$ cat config.mk
export PLATFORM = sky130hd
export DESIGN_NAME = hwc_calc
export DESIGN_NICKNAME = d
export VERILOG_FILES = /design/src/rtl/hwc_pkg.sv /design/src/rtl/hwc_prep.sv /design/src/rtl/hwc_div.sv /design/src/rtl/hwc_calc.sv
export SDC_FILE = /design/constraint.sdc
export NUM_CORES = 1
export LEC_CHECK = 0
export ABC_AREA = 1
export BUFFER_PORTS_ARGS = -buffer_cell sky130_fd_sc_hd__clkbuf_2
export CELL_PAD_IN_SITES_DETAIL_PLACEMENT = 2
export CELL_PAD_IN_SITES_GLOBAL_PLACEMENT = 2
export CORE_ASPECT_RATIO = 1.25
export CORE_MARGIN = 2
export CORE_UTILIZATION = 38
export DETAILED_ROUTE_END_ITERATION = 10
export GPL_TIMING_DRIVEN = 0
export PLACE_DENSITY = 0.87
export SKIP_CTS_REPAIR_TIMING = 1
export SLEW_MARGIN = 20
export SYNTH_ARGS = -nofsm -noshare
export SYNTH_HDL_FRONTEND = slang
export SYNTH_SLANG_ARGS = --single-unit
$ cat constraint.sdc
create_clock -name clk -period 10.5 [get_ports clk]
set_input_delay 2.1 -clock clk [delete_from_list [all_inputs] [get_ports clk]]
set_output_delay 2.1 -clock clk [all_outputs]
set_load 0.02 [all_outputs]
$ cat src/rtl/hwc_pkg.sv
package hwc_pkg;
   typedef enum logic [1:0] {
      S_IDLE,
      S_PREP,
      S_DIV_F,
      S_DIV_B
   } hwc_state_t;

   localparam int unsigned HDR_BYTES = 10;  // packet header + footer bytes
   localparam int unsigned PHY_PAD   = 3;   // extra PHY cycles per transition
   localparam int unsigned K_BURST   = 18;
   localparam int unsigned K_EVENT   = 12;

   // subtraction that floors at zero
   function automatic logic [31:0] sub_floor(input logic [31:0] a, input logic [31:0] b);
      return (a > b) ? (a - b) : 32'd0;
   endfunction
endpackage

$ cat src/rtl/hwc_prep.sv
module hwc_prep
   import hwc_pkg::*;
#(
   parameter int PX_W   = 12,
   parameter int PHY_W  = 10,
   parameter int LANE_W = 3,
   parameter int OVH_W  = PHY_W + LANE_W + 2
) (
   input  logic [PX_W-1:0]   hs,
   input  logic [PX_W-1:0]   hb,
   input  logic [PX_W-1:0]   hf,
   input  logic              fmt_16b,
   input  logic [LANE_W-1:0] lanes,
   input  logic [PHY_W-1:0]  phy,
   input  logic              burst,
   input  logic              pulse,
   output logic [31:0]       bpp,
   output logic [31:0]       hsa_b,
   output logic [31:0]       hbp_base,
   output logic [31:0]       hf_b,
   output logic [OVH_W-1:0]  ovh,
   output logic              room
);
   logic [31:0] hs32, hb32, hf32, ovh32, blank32;

   always_comb begin
      hs32     = 32'(hs);
      hb32     = 32'(hb);
      hf32     = 32'(hf);
      bpp      = fmt_16b ? 32'd2 : 32'd3;
      hsa_b    = sub_floor(hs32 * bpp, HDR_BYTES);
      hbp_base = pulse ? sub_floor(hb32 * bpp, HDR_BYTES)
                       : sub_floor((hb32 + hs32) * bpp, HDR_BYTES);
      hf_b     = hf32 * bpp;
      ovh32    = (32'(phy) + PHY_PAD) * 32'(lanes) + (burst ? K_BURST : K_EVENT);
      ovh      = OVH_W'(ovh32);
      blank32  = (hf32 + hb32) * bpp;
      room     = blank32 > ovh32;
   end
endmodule

$ cat src/rtl/hwc_div.sv
module hwc_div #(
   parameter int NUM_W = 27,
   parameter int DEN_W = 13,
   parameter int STEPS = 1
) (
   input  logic             clk,
   input  logic             rst_n,
   input  logic             go,
   input  logic [NUM_W-1:0] num,
   input  logic [DEN_W-1:0] den,
   output logic             rdy,
   output logic [NUM_W-1:0] quo
);
   localparam int ITER  = NUM_W / STEPS;
   localparam int CNT_W = $clog2(ITER + 1);
   localparam int PW    = NUM_W + DEN_W;

   generate
      if (STEPS < 1 || (NUM_W % STEPS) != 0) begin : g_bad_steps
         $error("STEPS must be positive and divide NUM_W");
      end
   endgenerate

   logic             busy;
   logic [CNT_W-1:0] cnt;
   logic [DEN_W-1:0] rem, rem_nx;
   logic [NUM_W-1:0] acc, acc_nx, num_l;
   logic [DEN_W-1:0] den_l;

   always_comb begin
      logic [DEN_W:0] t;
      acc_nx = acc;
      rem_nx = rem;
      for (int s = 0; s < STEPS; s++) begin
         t      = {rem_nx, acc_nx[NUM_W-1]};
         acc_nx = {acc_nx[NUM_W-2:0], 1'b0};
         if (t >= {1'b0, den_l}) begin
            t         = t - {1'b0, den_l};
            acc_nx[0] = 1'b1;
         end
         rem_nx = t[DEN_W-1:0];
      end
   end

   always_ff @(posedge clk or negedge rst_n) begin
      if (!rst_n) begin
         busy  <= 1'b0;
         cnt   <= '0;
         rem   <= '0;
         acc   <= '0;
         num_l <= '0;
         den_l <= '0;
         rdy   <= 1'b0;
      end else begin
         rdy <= 1'b0;
         if (go) begin
            acc   <= num;
            rem   <= '0;
            num_l <= num;
            den_l <= den;
            cnt   <= CNT_W'(ITER);
            busy  <= 1'b1;
         end else if (busy) begin
            acc <= acc_nx;
            rem <= rem_nx;
            cnt <= cnt - 1'b1;
            if (cnt == CNT_W'(1)) begin
               busy <= 1'b0;
               rdy  <= 1'b1;
            end
         end
      end
   end

   assign quo = acc;

   AST_DIV_FLOOR: assert property (@(posedge clk) disable iff (!rst_n)
      rdy |-> (PW'(quo) * PW'(den_l) <= PW'(num_l)) &&
              (PW'(num_l) - PW'(quo) * PW'(den_l) < PW'(den_l)));
endmodule

$ cat src/rtl/hwc_calc.sv
module hwc_calc
   import hwc_pkg::*;
#(
   parameter int PX_W      = 12,
   parameter int PHY_W     = 10,
   parameter int LANE_W    = 3,
   parameter int WC_W      = 16,
   parameter int DIV_STEPS = 1
) (
   input  logic              clk,
   input  logic              rst_n,
   input  logic              start,
   input  logic [PX_W-1:0]   hsync_px,
   input  logic [PX_W-1:0]   hback_px,
   input  logic [PX_W-1:0]   hfront_px,
   input  logic              fmt_16b,
   input  logic [LANE_W-1:0] lanes,
   input  logic [PHY_W-1:0]  phy_cyc,
   input  logic              burst_en,
   input  logic              pulse_en,
   output logic              busy,
   output logic              done,
   output logic [WC_W-1:0]   hsa_wc,
   output logic [WC_W-1:0]   hbp_wc,
   output logic [WC_W-1:0]   hfp_wc,
   output logic              short_warn
);
   localparam int OVH_W  = PHY_W + LANE_W + 2;
   localparam int NUM_W  = OVH_W + PX_W;
   localparam int DEN_W  = PX_W + 1;
   localparam int WC_MAX = (1 << WC_W) - 1;

   generate
      if (PX_W + 3 > 31 || NUM_W > 31) begin : g_bad_width
         $error("pixel or overhead width too large for 32-bit arithmetic");
      end
      if (WC_W < 8 || WC_W > 30) begin : g_bad_wc
         $error("WC_W out of range");
      end
   endgenerate

   function automatic logic [WC_W-1:0] sat_wc(input logic [31:0] v);
      return (v > 32'(WC_MAX)) ? {WC_W{1'b1}} : v[WC_W-1:0];
   endfunction

   hwc_state_t        st;
   logic [PX_W-1:0]   hs_l, hb_l, hf_l;
   logic              fmt_l, burst_l, pulse_l;
   logic [LANE_W-1:0] lanes_l;
   logic [PHY_W-1:0]  phy_l;

   logic [31:0]       bpp, hsa_b, hbp_base, hf_b;
   logic [OVH_W-1:0]  ovh;
   logic              room;

   logic              div_go, div_rdy;
   logic [NUM_W-1:0]  div_num, div_quo, q_f;
   logic [DEN_W-1:0]  div_den;

   hwc_prep #(.PX_W(PX_W), .PHY_W(PHY_W), .LANE_W(LANE_W), .OVH_W(OVH_W)) u_prep (
      .hs(hs_l), .hb(hb_l), .hf(hf_l), .fmt_16b(fmt_l), .lanes(lanes_l),
      .phy(phy_l), .burst(burst_l), .pulse(pulse_l),
      .bpp(bpp), .hsa_b(hsa_b), .hbp_base(hbp_base), .hf_b(hf_b),
      .ovh(ovh), .room(room)
   );

   assign div_go  = ((st == S_PREP) && room) || ((st == S_DIV_F) && div_rdy);
   assign div_num = NUM_W'(ovh) * NUM_W'((st == S_PREP) ? hf_l : hb_l);
   assign div_den = DEN_W'(hf_l) + DEN_W'(hb_l);

   hwc_div #(.NUM_W(NUM_W), .DEN_W(DEN_W), .STEPS(DIV_STEPS)) u_div (
      .clk(clk), .rst_n(rst_n), .go(div_go), .num(div_num), .den(div_den),
      .rdy(div_rdy), .quo(div_quo)
   );

   always_ff @(posedge clk or negedge rst_n) begin
      if (!rst_n) begin
         st         <= S_IDLE;
         hs_l       <= '0;
         hb_l       <= '0;
         hf_l       <= '0;
         fmt_l      <= 1'b0;
         burst_l    <= 1'b0;
         pulse_l    <= 1'b0;
         lanes_l    <= '0;
         phy_l      <= '0;
         q_f        <= '0;
         done       <= 1'b0;
         hsa_wc     <= '0;
         hbp_wc     <= '0;
         hfp_wc     <= '0;
         short_warn <= 1'b0;
      end else begin
         done <= 1'b0;
         unique case (st)
            S_IDLE: if (start) begin
               hs_l    <= hsync_px;
               hb_l    <= hback_px;
               hf_l    <= hfront_px;
               fmt_l   <= fmt_16b;
               burst_l <= burst_en;
               pulse_l <= pulse_en;
               lanes_l <= lanes;
               phy_l   <= phy_cyc;
               st      <= S_PREP;
            end
            S_PREP: if (room) begin
               st <= S_DIV_F;
            end else begin
               hsa_wc     <= sat_wc(hsa_b);
               hbp_wc     <= sat_wc(hbp_base);
               hfp_wc     <= sat_wc(hf_b);
               short_warn <= 1'b1;
               done       <= 1'b1;
               st         <= S_IDLE;
            end
            S_DIV_F: if (div_rdy) begin
               q_f <= div_quo;
               st  <= S_DIV_B;
            end
            S_DIV_B: if (div_rdy) begin
               hsa_wc     <= sat_wc(hsa_b);
               hbp_wc     <= sat_wc(sub_floor(hbp_base, 32'(div_quo)));
               hfp_wc     <= sat_wc(sub_floor(hf_b, 32'(q_f)));
               short_warn <= 1'b0;
               done       <= 1'b1;
               st         <= S_IDLE;
            end
            default: st <= S_IDLE;
         endcase
      end
   end

   assign busy = (st != S_IDLE);

   AST_DONE_PULSE: assert property (@(posedge clk) disable iff (!rst_n)
      done |=> !done);
   AST_START_TAKEN: assert property (@(posedge clk) disable iff (!rst_n)
      (start && !busy) |=> busy);
   AST_HFP_NO_GROW: assert property (@(posedge clk) disable iff (!rst_n)
      done |-> 32'(hfp_wc) <= 32'(hf_l) * bpp);
   AST_HBP_NO_GROW: assert property (@(posedge clk) disable iff (!rst_n)
      done |-> 32'(hbp_wc) <= (32'(hf_l) + 32'(hb_l) + 32'(hs_l)) * bpp);
   AST_SPLIT_BOUND: assert property (@(posedge clk) disable iff (!rst_n)
      ((st == S_DIV_B) && div_rdy) |-> 32'(q_f) + 32'(div_quo) <= 32'(ovh));
   AST_INPUT_HOLD: assert property (@(posedge clk) disable iff (!rst_n)
      (busy && $past(busy)) |-> $stable(hf_l) && $stable(hb_l));
endmodule

======== Yosys cells after proc, flatten, opt, wreduce, memory -nomap -nowiden ========
Cells that the tools add are included.
word-level totals
  bits of input ports ..................... 55
  register bits ........................... 191
  logic and storage cells ................. 119
  output and inout port bits .............. 51
operators by class
  add/subtract/negate cells ............... 12
  equality and inequality tests ........... 8
  magnitude comparators ................... 12
  multiply operators ...................... 7
  muxes and demuxes ....................... 48
  reduce and logical (&&, ||, !) cells .... 11
operator list
  cell                   count
  $mux 32                6
  $mux 16                11
  $gt 32x16->1 const B   5
  $gt 32x4->1 const B    3
  $mul 12x32->32         3
  $pmux 16 s2            3
  $sub 32x4->32 const B  3
  $gt 32x27->1           2
  $mul 32x32->32         2
  $sub 32x27->32         2
  $mux 27                2
  $add 12x12->13         3
  $mux 13                3
  $add 32x32->32         1
  $gt 32x32->1           1
  $mul 32x3->32          1
  $mul 15x12->27         1
  $mux 5                 3
  $ge 14x13->1           1
  $sub 13x13->13         1
  $mux 1                 12
  $mux 12                1
  $add 10x2->11 const B  1
  $mux 2                 4
  14 further kinds       23

======== Depth between registers and ports, before layout ========
Gate-level depths: netlist of the first run.
  word-level depth ........................ 11
  mapped depth ............................ 56
  depth with buffers taken out ............ 56

======== Cells and area by module ========
Synthesis of the first run repeated with hierarchy kept, for this count alone.
unflattened totals
  cell total of the unflattened synthesis .. 4,366
  area total of the unflattened synthesis .. 28,842.7 um2
modules (own cells, without submodules)
  module    cells each  seq. area each (um2)  area an instance (um2)  instances
  hwc_calc  2,491       3,278.1               17,261.6                1
  hwc_prep  1,424       0.0                   8,124.0                 1
  hwc_div   451         1,501.4               3,457.1                 1

======== Least setup slack after synthesis of the first run ========
OpenSTA, ideal clock, no wires.
  path type ............................... reg2reg
  from .................................... register phy_l[0]
  to ...................................... register u_div.acc[26] (netlist: u_div.quo[26])
  clock period less this slack ............ 8,885 ps
  path buffers ............................ 0
  setup slack ............................. 1,615 ps
  required time ........................... 10,358 ps
  cell stages (with the launch flop) ...... 55
  library setup time ...................... 142 ps
  arrival ................................. 8,743 ps
  path through ............................ dfrtp_1 > inv_1 > ha_1 > nor3_1 > xor2_1 > inv_1 > nand2_1 > fa_1 > inv_1 > fa_1 > ha_1 > a21oi_1 > inv_1 > nand2_1 > nand2_1 > a21oi_1 > or2_2 > nand2_1 > [... 19 more ...] > fa_1 > fa_1 > ha_1 > nand2_1 > nor2_1 > inv_1 > nor3_1 > a21oi_1 > o21ai_0 > inv_1 > o21ai_0 > nand3_1 > nand2_1 > nand2_1 > nand2_1 > a21oi_1 > o21ai_0 > o221ai_1
between the ends
  longest elaborated chain between the ends .. 7
  elaborated cells between the ends (all ways) .. 9
  classes of those cells .................. add/sub (2); mul (2); order compare (1); mux (1); reduce/logical (3)
RTL lines
  element                                                                 RTL line         source
  from (decl)                                                             hwc_calc.sv:50   logic [PHY_W-1:0] phy_l;
  from (signal assigned)                                                  hwc_calc.sv:104  phy_l <= phy_cyc;
  $add 10x2->11 (*)                                                       hwc_prep.sv:35   ovh32 = (32'(phy) + PHY_PAD) * 32'(lanes) + (burst ? K_BURST : K_EVENT);
  $mul 32x3->32 (*)                                                       hwc_prep.sv:35
  $add 32x32->32 (*)                                                      hwc_prep.sv:35
  parallel branches: the longest is 4 deep, another holds $mul 15x12->27  --
  to (signal assigned)                                                    hwc_div.sv:57    acc <= num;
  to (signal assigned)                                                    hwc_div.sv:64    acc <= acc_nx;
  to (decl)                                                               hwc_div.sv:27    logic [NUM_W-1:0] acc, acc_nx, num_l;
Every way passes the cells marked *.
A chain may end at the register's enable or synchronous reset.

======== Worst setup path in the final report of the first run ========
  from .................................... register phy_l[2]
  to ...................................... register u_div.acc[26] (netlist: u_div.quo[26])
Same word-level chain as after synthesis.

==> results of run 1 <==
[worst max-delay path, delay by kind of cell (launching register included)]
| family | cells | cell delay, ns |
|---|---|---|
| simple gates | 16 | 2.00 |
| fa+ha+maj | 9 | 4.30 |
| flops | 1 | 0.41 |
| compound gates | 13 | 1.81 |
| buf+inv | 12 | 1.32 |
| xor+xnor | 1 | 0.12 |
[through the flow]
step	hold slack, ns	setup TNS (ns)
after floorplan	0.4459	0
after global placement	0.4644	0
after detailed placement	0.4680	-1.410
after CTS	0.4885	-2.220
after global routing	0.5182	-0.6818
final	0.4853	0
[state kept, by name (all words and copies together), names as in the netlist, 3 cells and up, named ones only]
| register | flops |
|---|---|
| hf_l | 12 |
| hb_l | 12 |
| u_div.den_l | 13 |
| phy_l | 10 |
| u_div.rem | 13 |
| hfp_wc | 16 |
| hs_l | 12 |
| u_div.quo | 27 |
| hsa_wc | 16 |
| u_div.cnt | 5 |
| hbp_wc | 16 |
| q_f | 27 |
| lanes_l | 3 |
[logic make-up after synthesis]
logic type               count (synthesis)  synth area share, %
flip-flops                             191                20.83
XOR/XNOR                               135                5.416
AO/OA/AOI/OAI                          573                14.03
multiplexers                             1              0.04908
buffers and inverters                  653                10.81
AND/OR/NAND/NOR                       1167                21.96
other                                    1              0.01635
adder cells (fa/ha/maj)                401                26.88
[placed cells by master, fill, tap and decap left out, types with 65 or more instances in the layout]
master / Yosys / layout
ha_1: 248 / 245
nor2_1: 291 / 290
clkbuf_2: 0 / 104
nand3_1: 77 / 77
fa_1: 153 / 152
a21oi_1: 265 / 262
dfrtp_1: 191 / 191
inv_1: 548 / 547
nand2_1: 633 / 630
o21ai_0: 161 / 150
xor2_1: 83 / 83
clkbuf_1: 67 / 65
[power breakdown]
| group | switching [mW] | leakage [nW] | internal [mW] |
|---|---|---|---|
| registers | 0 | 2.13 | 0.735 |
| clock network | 0.366 | 0.304 | 0.354 |
| logic | 0.0325 | 11.3 | 0.0159 |
| total | 0.399 | 13.8 | 1.11 |
[how the worst min path moves through the flow]
stage                         startpoint              to  slack (ns)  cells after the start
after global routing          hbp_wc[11]      hbp_wc[11]        0.52                      2
after detailed placement       hbp_wc[2]       hbp_wc[2]        0.47                      2
final                          hbp_wc[2]       hbp_wc[2]        0.49                      2
after global placement     u_div.quo[11]   u_div.quo[12]        0.46                      2
after CTS                      hbp_wc[2]       hbp_wc[2]        0.49                      2
after floorplan           u_div.den_l[0]  u_div.den_l[0]        0.45                      2
[layout make-up]
class	count	area (um^2)	share of cell area [%]
Sequential cell	191	4780	18.90
Timing Repair Buffer	114	641.9	2.538
Inverter	576	2170	8.579
Clock inverter	13	167.7	0.6630
Buffer	77	322.8	1.276
Tap cell	765	957.2	3.785
Multi-Input combinational cell	2283	15800	62.47
Clock buffer	19	452.9	1.791
[routing by layer]
| metal | routed length, um | GRT usage [%] | part of all wire, % |
|---|---|---|---|
| met1 | 37760 | 33.80 | 38 |
| met2 | 51600 | 58.95 | 52 |
| met4 | 5738 | 16.80 | 5.8 |
| met5 | 0 | 0 | 0 |
| met3 | 3225 | 4.462 | 3.3 |
==> impl_metrics.csv, run 1 <==
group,metric,value,unit
synthesis,synth_edf_count,0,
die,die_w,223.8,um
setup_path,criticalPathCategory,"flop to flop",
die,start_util,38.44,%
setup_path,startpoint,"phy_l[2]",
die,die_h,278.7,um
synthesis,synthFlopType,"dfrtp_1",
synthesis,async_reset_ff_share,100.0,%
grt,grt_pass1_wl,150100,um
setup_path,crit_path_end_kind,"flop",
placed_design,placed_area,24520,um^2
drt,dr.pass1.iters,5,
clocking,clock_sinks,191,
clocking,worstSkewPairLatency,0.51,ns
die,rows,100,
placed_design,post-place-ws,-0.5151,ns
grt,grt.total_usage,31.39,%
setup_path,worstReg2RegEnd,"u_div.quo[26]",
synthesis,yosys.area.top_type,"dfrtp_1",
die,core_area,59680,um^2
clocking,numCtsBuffers,17,
placed_design,place_congestion,0.9294,
drt,viasPerCell,5.594,
grt,overflow,0,
sta,fin_crit_sh,96.42,%
finish,final_cells,4038,
synthesis,synth_cell_type_count,63,
sta,report.final.hold_viol_count,0,
placed_design,port_buffers,105,
clocking,clk_pin_slew,0.08,ns
setup_path,critPathLaunchType,"flop",
grt,grt_max_degree,79,
sta,worst_pin_slew,1.148,ns
clocking,cts_tree,"yes",
setup_path,reg2reg_slack,0.38,ns
sta,slew_violations,0,
drt,ant_nets,0,
setup_path,slowest_stage,"fa_1",
setup_path,cp_common_cell,"inv_1",
synthesis,yosys.area.top_type_share,20.83,%
setup_path,slowest_delay,0.63,ns
finish,drive_above_1_share,8.921,%
synthesis,synth.cell_area,22940,um^2
synthesis,synth-seq-cells,191,
synthesis,ys_seq_area_share,20.83,%
finish,fin_util,42.37,%
synthesis,synth.most_common_cell,"nand2_1",
finish,fin_nets,3716,
finish,fillers,7008,
clocking,cts-root-buf,"clkbuf_16",
placed_design,place_inst,4000,
status,status,"complete, no violations",
die,die-area,62360,um^2
sta,clock_skew,0.01417,ns
synthesis,synth_area_leaders,"dfrtp_1 (21%), ha_1 (14%), fa_1 (13%)",
synthesis,ys.warnings.count,0,
clocking,clockBufferDepth,2,
die,top_level_ports,106,
sta,worst_slack,0.3754,ns
drt,wl_per_cell,24.35,um
placed_design,dp_hpwl,78470,um
setup_path,reg2reg_from,"phy_l[2]",
pwr,power,1.504,mW
drt,drt_iter0_drc,1046,
drt,vias,22590,
setup_path,crit_arrival,10.48,ns
sta,max_freq,98.77,MHz
pwr,power.density,59.47,nW/um^2
flow_run,drv_cap,0,
grt,antenna_found_initial,0,
pwr,leakage,13.76,nW
setup_path,critical_path.endpoint,"u_div.quo[26]",
sta,period_needed,10.12,ns
sta,max-slew-margin-rel,22.99,%
finish,fin_area,25290,um^2
setup_path,ff2ff_path_depth,51,
finish,area_delta_synth_final,10.24,%
synthesis,avgSynthCellArea,7.348,um^2
drt,wl,98320,um
pwr,ir_drop,0.07671,mV
drt,drcViolationCount,0,
finish,n_antenna_cell,0,
setup_path,required,10.86,ns
clocking,cts-htree-levels,4,
synthesis,ys_top_cells_by_count,"nand2_1 (633), inv_1 (548), nor2_1 (291)",
setup_path,worstPathMaxFanout,10,
grt,grt_pass1_vias,26230,
synthesis,syn_inst,3122,
hold_path,min_path_type,"flop to flop",
sta,finalSetupViolations,0,
Power figures use the tool's default switching activity.
==> run 2, diff against run 1 <==
--- a/config.mk
+++ b/config.mk
@@ -5,16 +5,16 @@
 export SDC_FILE = /design/constraint.sdc
 export NUM_CORES = 1
 export LEC_CHECK = 0
-export ABC_AREA = 1
 export BUFFER_PORTS_ARGS = -buffer_cell sky130_fd_sc_hd__clkbuf_2
 export CELL_PAD_IN_SITES_DETAIL_PLACEMENT = 2
 export CELL_PAD_IN_SITES_GLOBAL_PLACEMENT = 2
 export CORE_ASPECT_RATIO = 1.25
 export CORE_MARGIN = 2
-export CORE_UTILIZATION = 38
+export CORE_UTILIZATION = 39
 export DETAILED_ROUTE_END_ITERATION = 10
+export GPL_ROUTABILITY_DRIVEN = 0
 export GPL_TIMING_DRIVEN = 0
-export PLACE_DENSITY = 0.87
+export PLACE_DENSITY = 0.86
 export SKIP_CTS_REPAIR_TIMING = 1
 export SLEW_MARGIN = 20
 export SYNTH_ARGS = -nofsm -noshare
==> run 2 against run 1 <==
Compared with the run above:
- non-clock buffer count increased by 5
- sequential share of layout area increased by 0.17 points
- first-iteration DRC count increased by 25%
- area after synthesis decreased by 0.58%
- global-route usage increased by 2.1 points
- core utilization increased by 0.79 points
- design area decreased by 0.85%
- final cell count decreased by 9.9%
- synthesized cell count decreased by 12%
- die area decreased by 3.1%
- critical path type unchanged
- largest cell class unchanged
- highest routed layer is now met5
==> impl_metrics.csv, run 2 <==
group,metric,value,unit
die,core_area,58090,um^2
clocking,clock_sinks,191,
setup_path,slowest_delay,0.62,ns
drt,dr.pass1.iters,5,
synthesis,synth_cell_type_count,88,
hold_path,hold_path_end,"hfp_wc[14]",
setup_path,cp_common_cell,"fa_1",
drt,wl_met2,52060,um
finish,mostFrequentLayoutCells,"inv_1 (342), nand2_1 (325), ha_1 (248)",
drt,drt-met1-wl,37430,um
die,die-area,60440,um^2
sta,finalSetupViolations,0,
status,status,"complete, no violations",
drt,wl_per_cell,28.02,um
hold_path,min_from,"hfp_wc[14]",
hold_path,min_path_type,"flop to flop",
grt,grt_max_degree,75,
flow_run,drv_cap,0,
drt,vias,21800,
setup_path,worstReg2RegEnd,"u_div.quo[26]",
synthesis,avgSynthCellArea,8.333,um^2
die,start_util,39.26,%
finish,fin_util,43.16,%
synthesis,ys.warnings.count,0,
setup_path,worstPathMaxFanout,10,
setup_path,required,10.86,ns
sta,fin_crit_sh,96.41,%
sta,report.final.hold_viol_count,0,
setup_path,reg2reg_from,"phy_l[0]",
drt,ant_nets,0,
grt,overflow,0,
synthesis,async_reset_ff_share,100.0,%
placed_design,post-place-ws,0.3239,ns
drt,wl_met3,4946,um
finish,fillers,6499,
synthesis,synth.cell_area,22810,um^2
setup_path,slowest_stage,"fa_1",
synthesis,yosys.area.top_type,"dfrtp_1",
sta,clock_skew,0.01412,ns
die,die_h,274.4,um
synthesis,syn_inst,2737,
synthesis,synthFlopType,"dfrtp_1",
synthesis,ys_seq_area_share,20.96,%
drt,wl,101900,um
grt,grt_pass1_wl,152200,um
drt,viasPerCell,5.992,
sta,period_needed,10.12,ns
drt,drt_iter0_drc,1308,
clocking,cts_tree,"yes",
finish,mostFrequentLayoutCell,"inv_1",
synthesis,synth_area_leaders,"dfrtp_1 (21%), ha_1 (14%), fa_1 (13%)",
sta,worst_slack,0.3773,ns
die,die_w,220.3,um
die,top_level_ports,106,
clocking,worstSkewPairLatency,0.51,ns
sta,max-slew-margin-rel,23.72,%
grt,grt.total_usage,33.47,%
setup_path,crit_arrival,10.48,ns
clocking,cts-htree-levels,4,
clocking,clk_pin_slew,0.08,ns
placed_design,dp_hpwl,75490,um
setup_path,critPathLaunchType,"flop",
sta,timing.hold.ws,0.4872,ns
setup_path,reg2reg_slack,0.38,ns
grt,grt_pass1_vias,25300,
hold_path,holdPathStages,2,
clocking,clockBufferDepth,2,
grt,antenna_found_initial,3,
sta,worst_pin_slew,1.137,ns
drt,highest_layer,"met5",
synthesis,ys_top_cells_by_count,"inv_1 (342), nand2_1 (325), ha_1 (248)",
finish,drive_above_1_share,8.889,%
finish,fin_area,25070,um^2
die,rows,99,
finish,area_delta_synth_final,9.941,%
synthesis,synth_edf_count,0,
finish,fin_nets,3324,
clocking,cts-root-buf,"clkbuf_16",
placed_design,placed_area,24380,um^2
setup_path,crit_path_end_kind,"flop",
drt,drcViolationCount,0,
sta,slew_violations,0,
sta,max_freq,98.79,MHz
placed_design,port_buffers,105,
synthesis,yosys.area.top_type_share,20.96,%
setup_path,criticalPathCategory,"flop to flop",
clocking,numCtsBuffers,17,
synthesis,synth-seq-cells,191,
synthesis,synth.most_common_cell,"inv_1",
setup_path,ff2ff_path_depth,32,
[run 2: cell type report]
type	instances	area (um^2)	area share (%)
Multi-Input combinational cell	2119	16520	65.89
Sequential cell	191	4781	19.07
Inverter	343	1287	5.135
Tap cell	757	947.2	3.777
Timing Repair Buffer	107	589.3	2.350
Clock buffer	19	442.9	1.766
Buffer	89	350.3	1.397
Clock inverter	12	151.4	0.6038
Antenna cell	1	2.502	0.009980
[run 2: worst max path at each step]
| stage | cells after the start | startpoint | slack [ns] | end |
|---|---|---|---|---|
| after floorplan | 37 | phy_l[0] | 2.08 | u_div.quo[25] |
| after global placement | 37 | phy_l[0] | 0.85 | u_div.quo[25] |
| after detailed placement | 37 | phy_l[0] | 0.32 | u_div.quo[21] |
| after CTS | 37 | phy_l[0] | 0.17 | u_div.quo[21] |
| after global routing | 37 | phy_l[0] | -0.09 | u_div.quo[23] |
| final | 32 | phy_l[0] | 0.38 | u_div.quo[26] |
[run 2: layer usage]
metal / global-route usage (%) / vias up
li1: - / 9482
met1: 35.47 / 11150
met2: 60.54 / 764
met3: 5.136 / 398
met4: 22.82 / 2
met5: 0 / -
[run 2: critical path: cells and delay by family, from the launching register on]
kind	cells	cell delay (ns)
compound gates	12	2.83
xor+xnor	3	0.85
fa+ha+maj	9	4.45
buf+inv	6	1.00
flops	1	0.42
simple gates	2	0.38
[run 2: per-stage QoR]
stage	TNS, ns	std cells
after floorplan	0	2742
after global placement	0	3604
final	0	3638
after global routing	-0.4214	3637
after detailed placement	0	3606
after CTS	0	3637
[run 2: cell families after synthesis]
family / count (synthesis) / share of synthesized area [%]
simple gates: 835 / 17.02
compound gates: 635 / 17.70
buf+inv: 432 / 7.148
fa+ha+maj: 401 / 27.04
flops: 191 / 20.96
xor+xnor: 158 / 6.128
mux: 84 / 3.994
other cells: 1 / 0.01644
Power of run 2 is not shown: default switching activity piles up to over one toggle a cycle in this logic, so the estimate is an artifact.
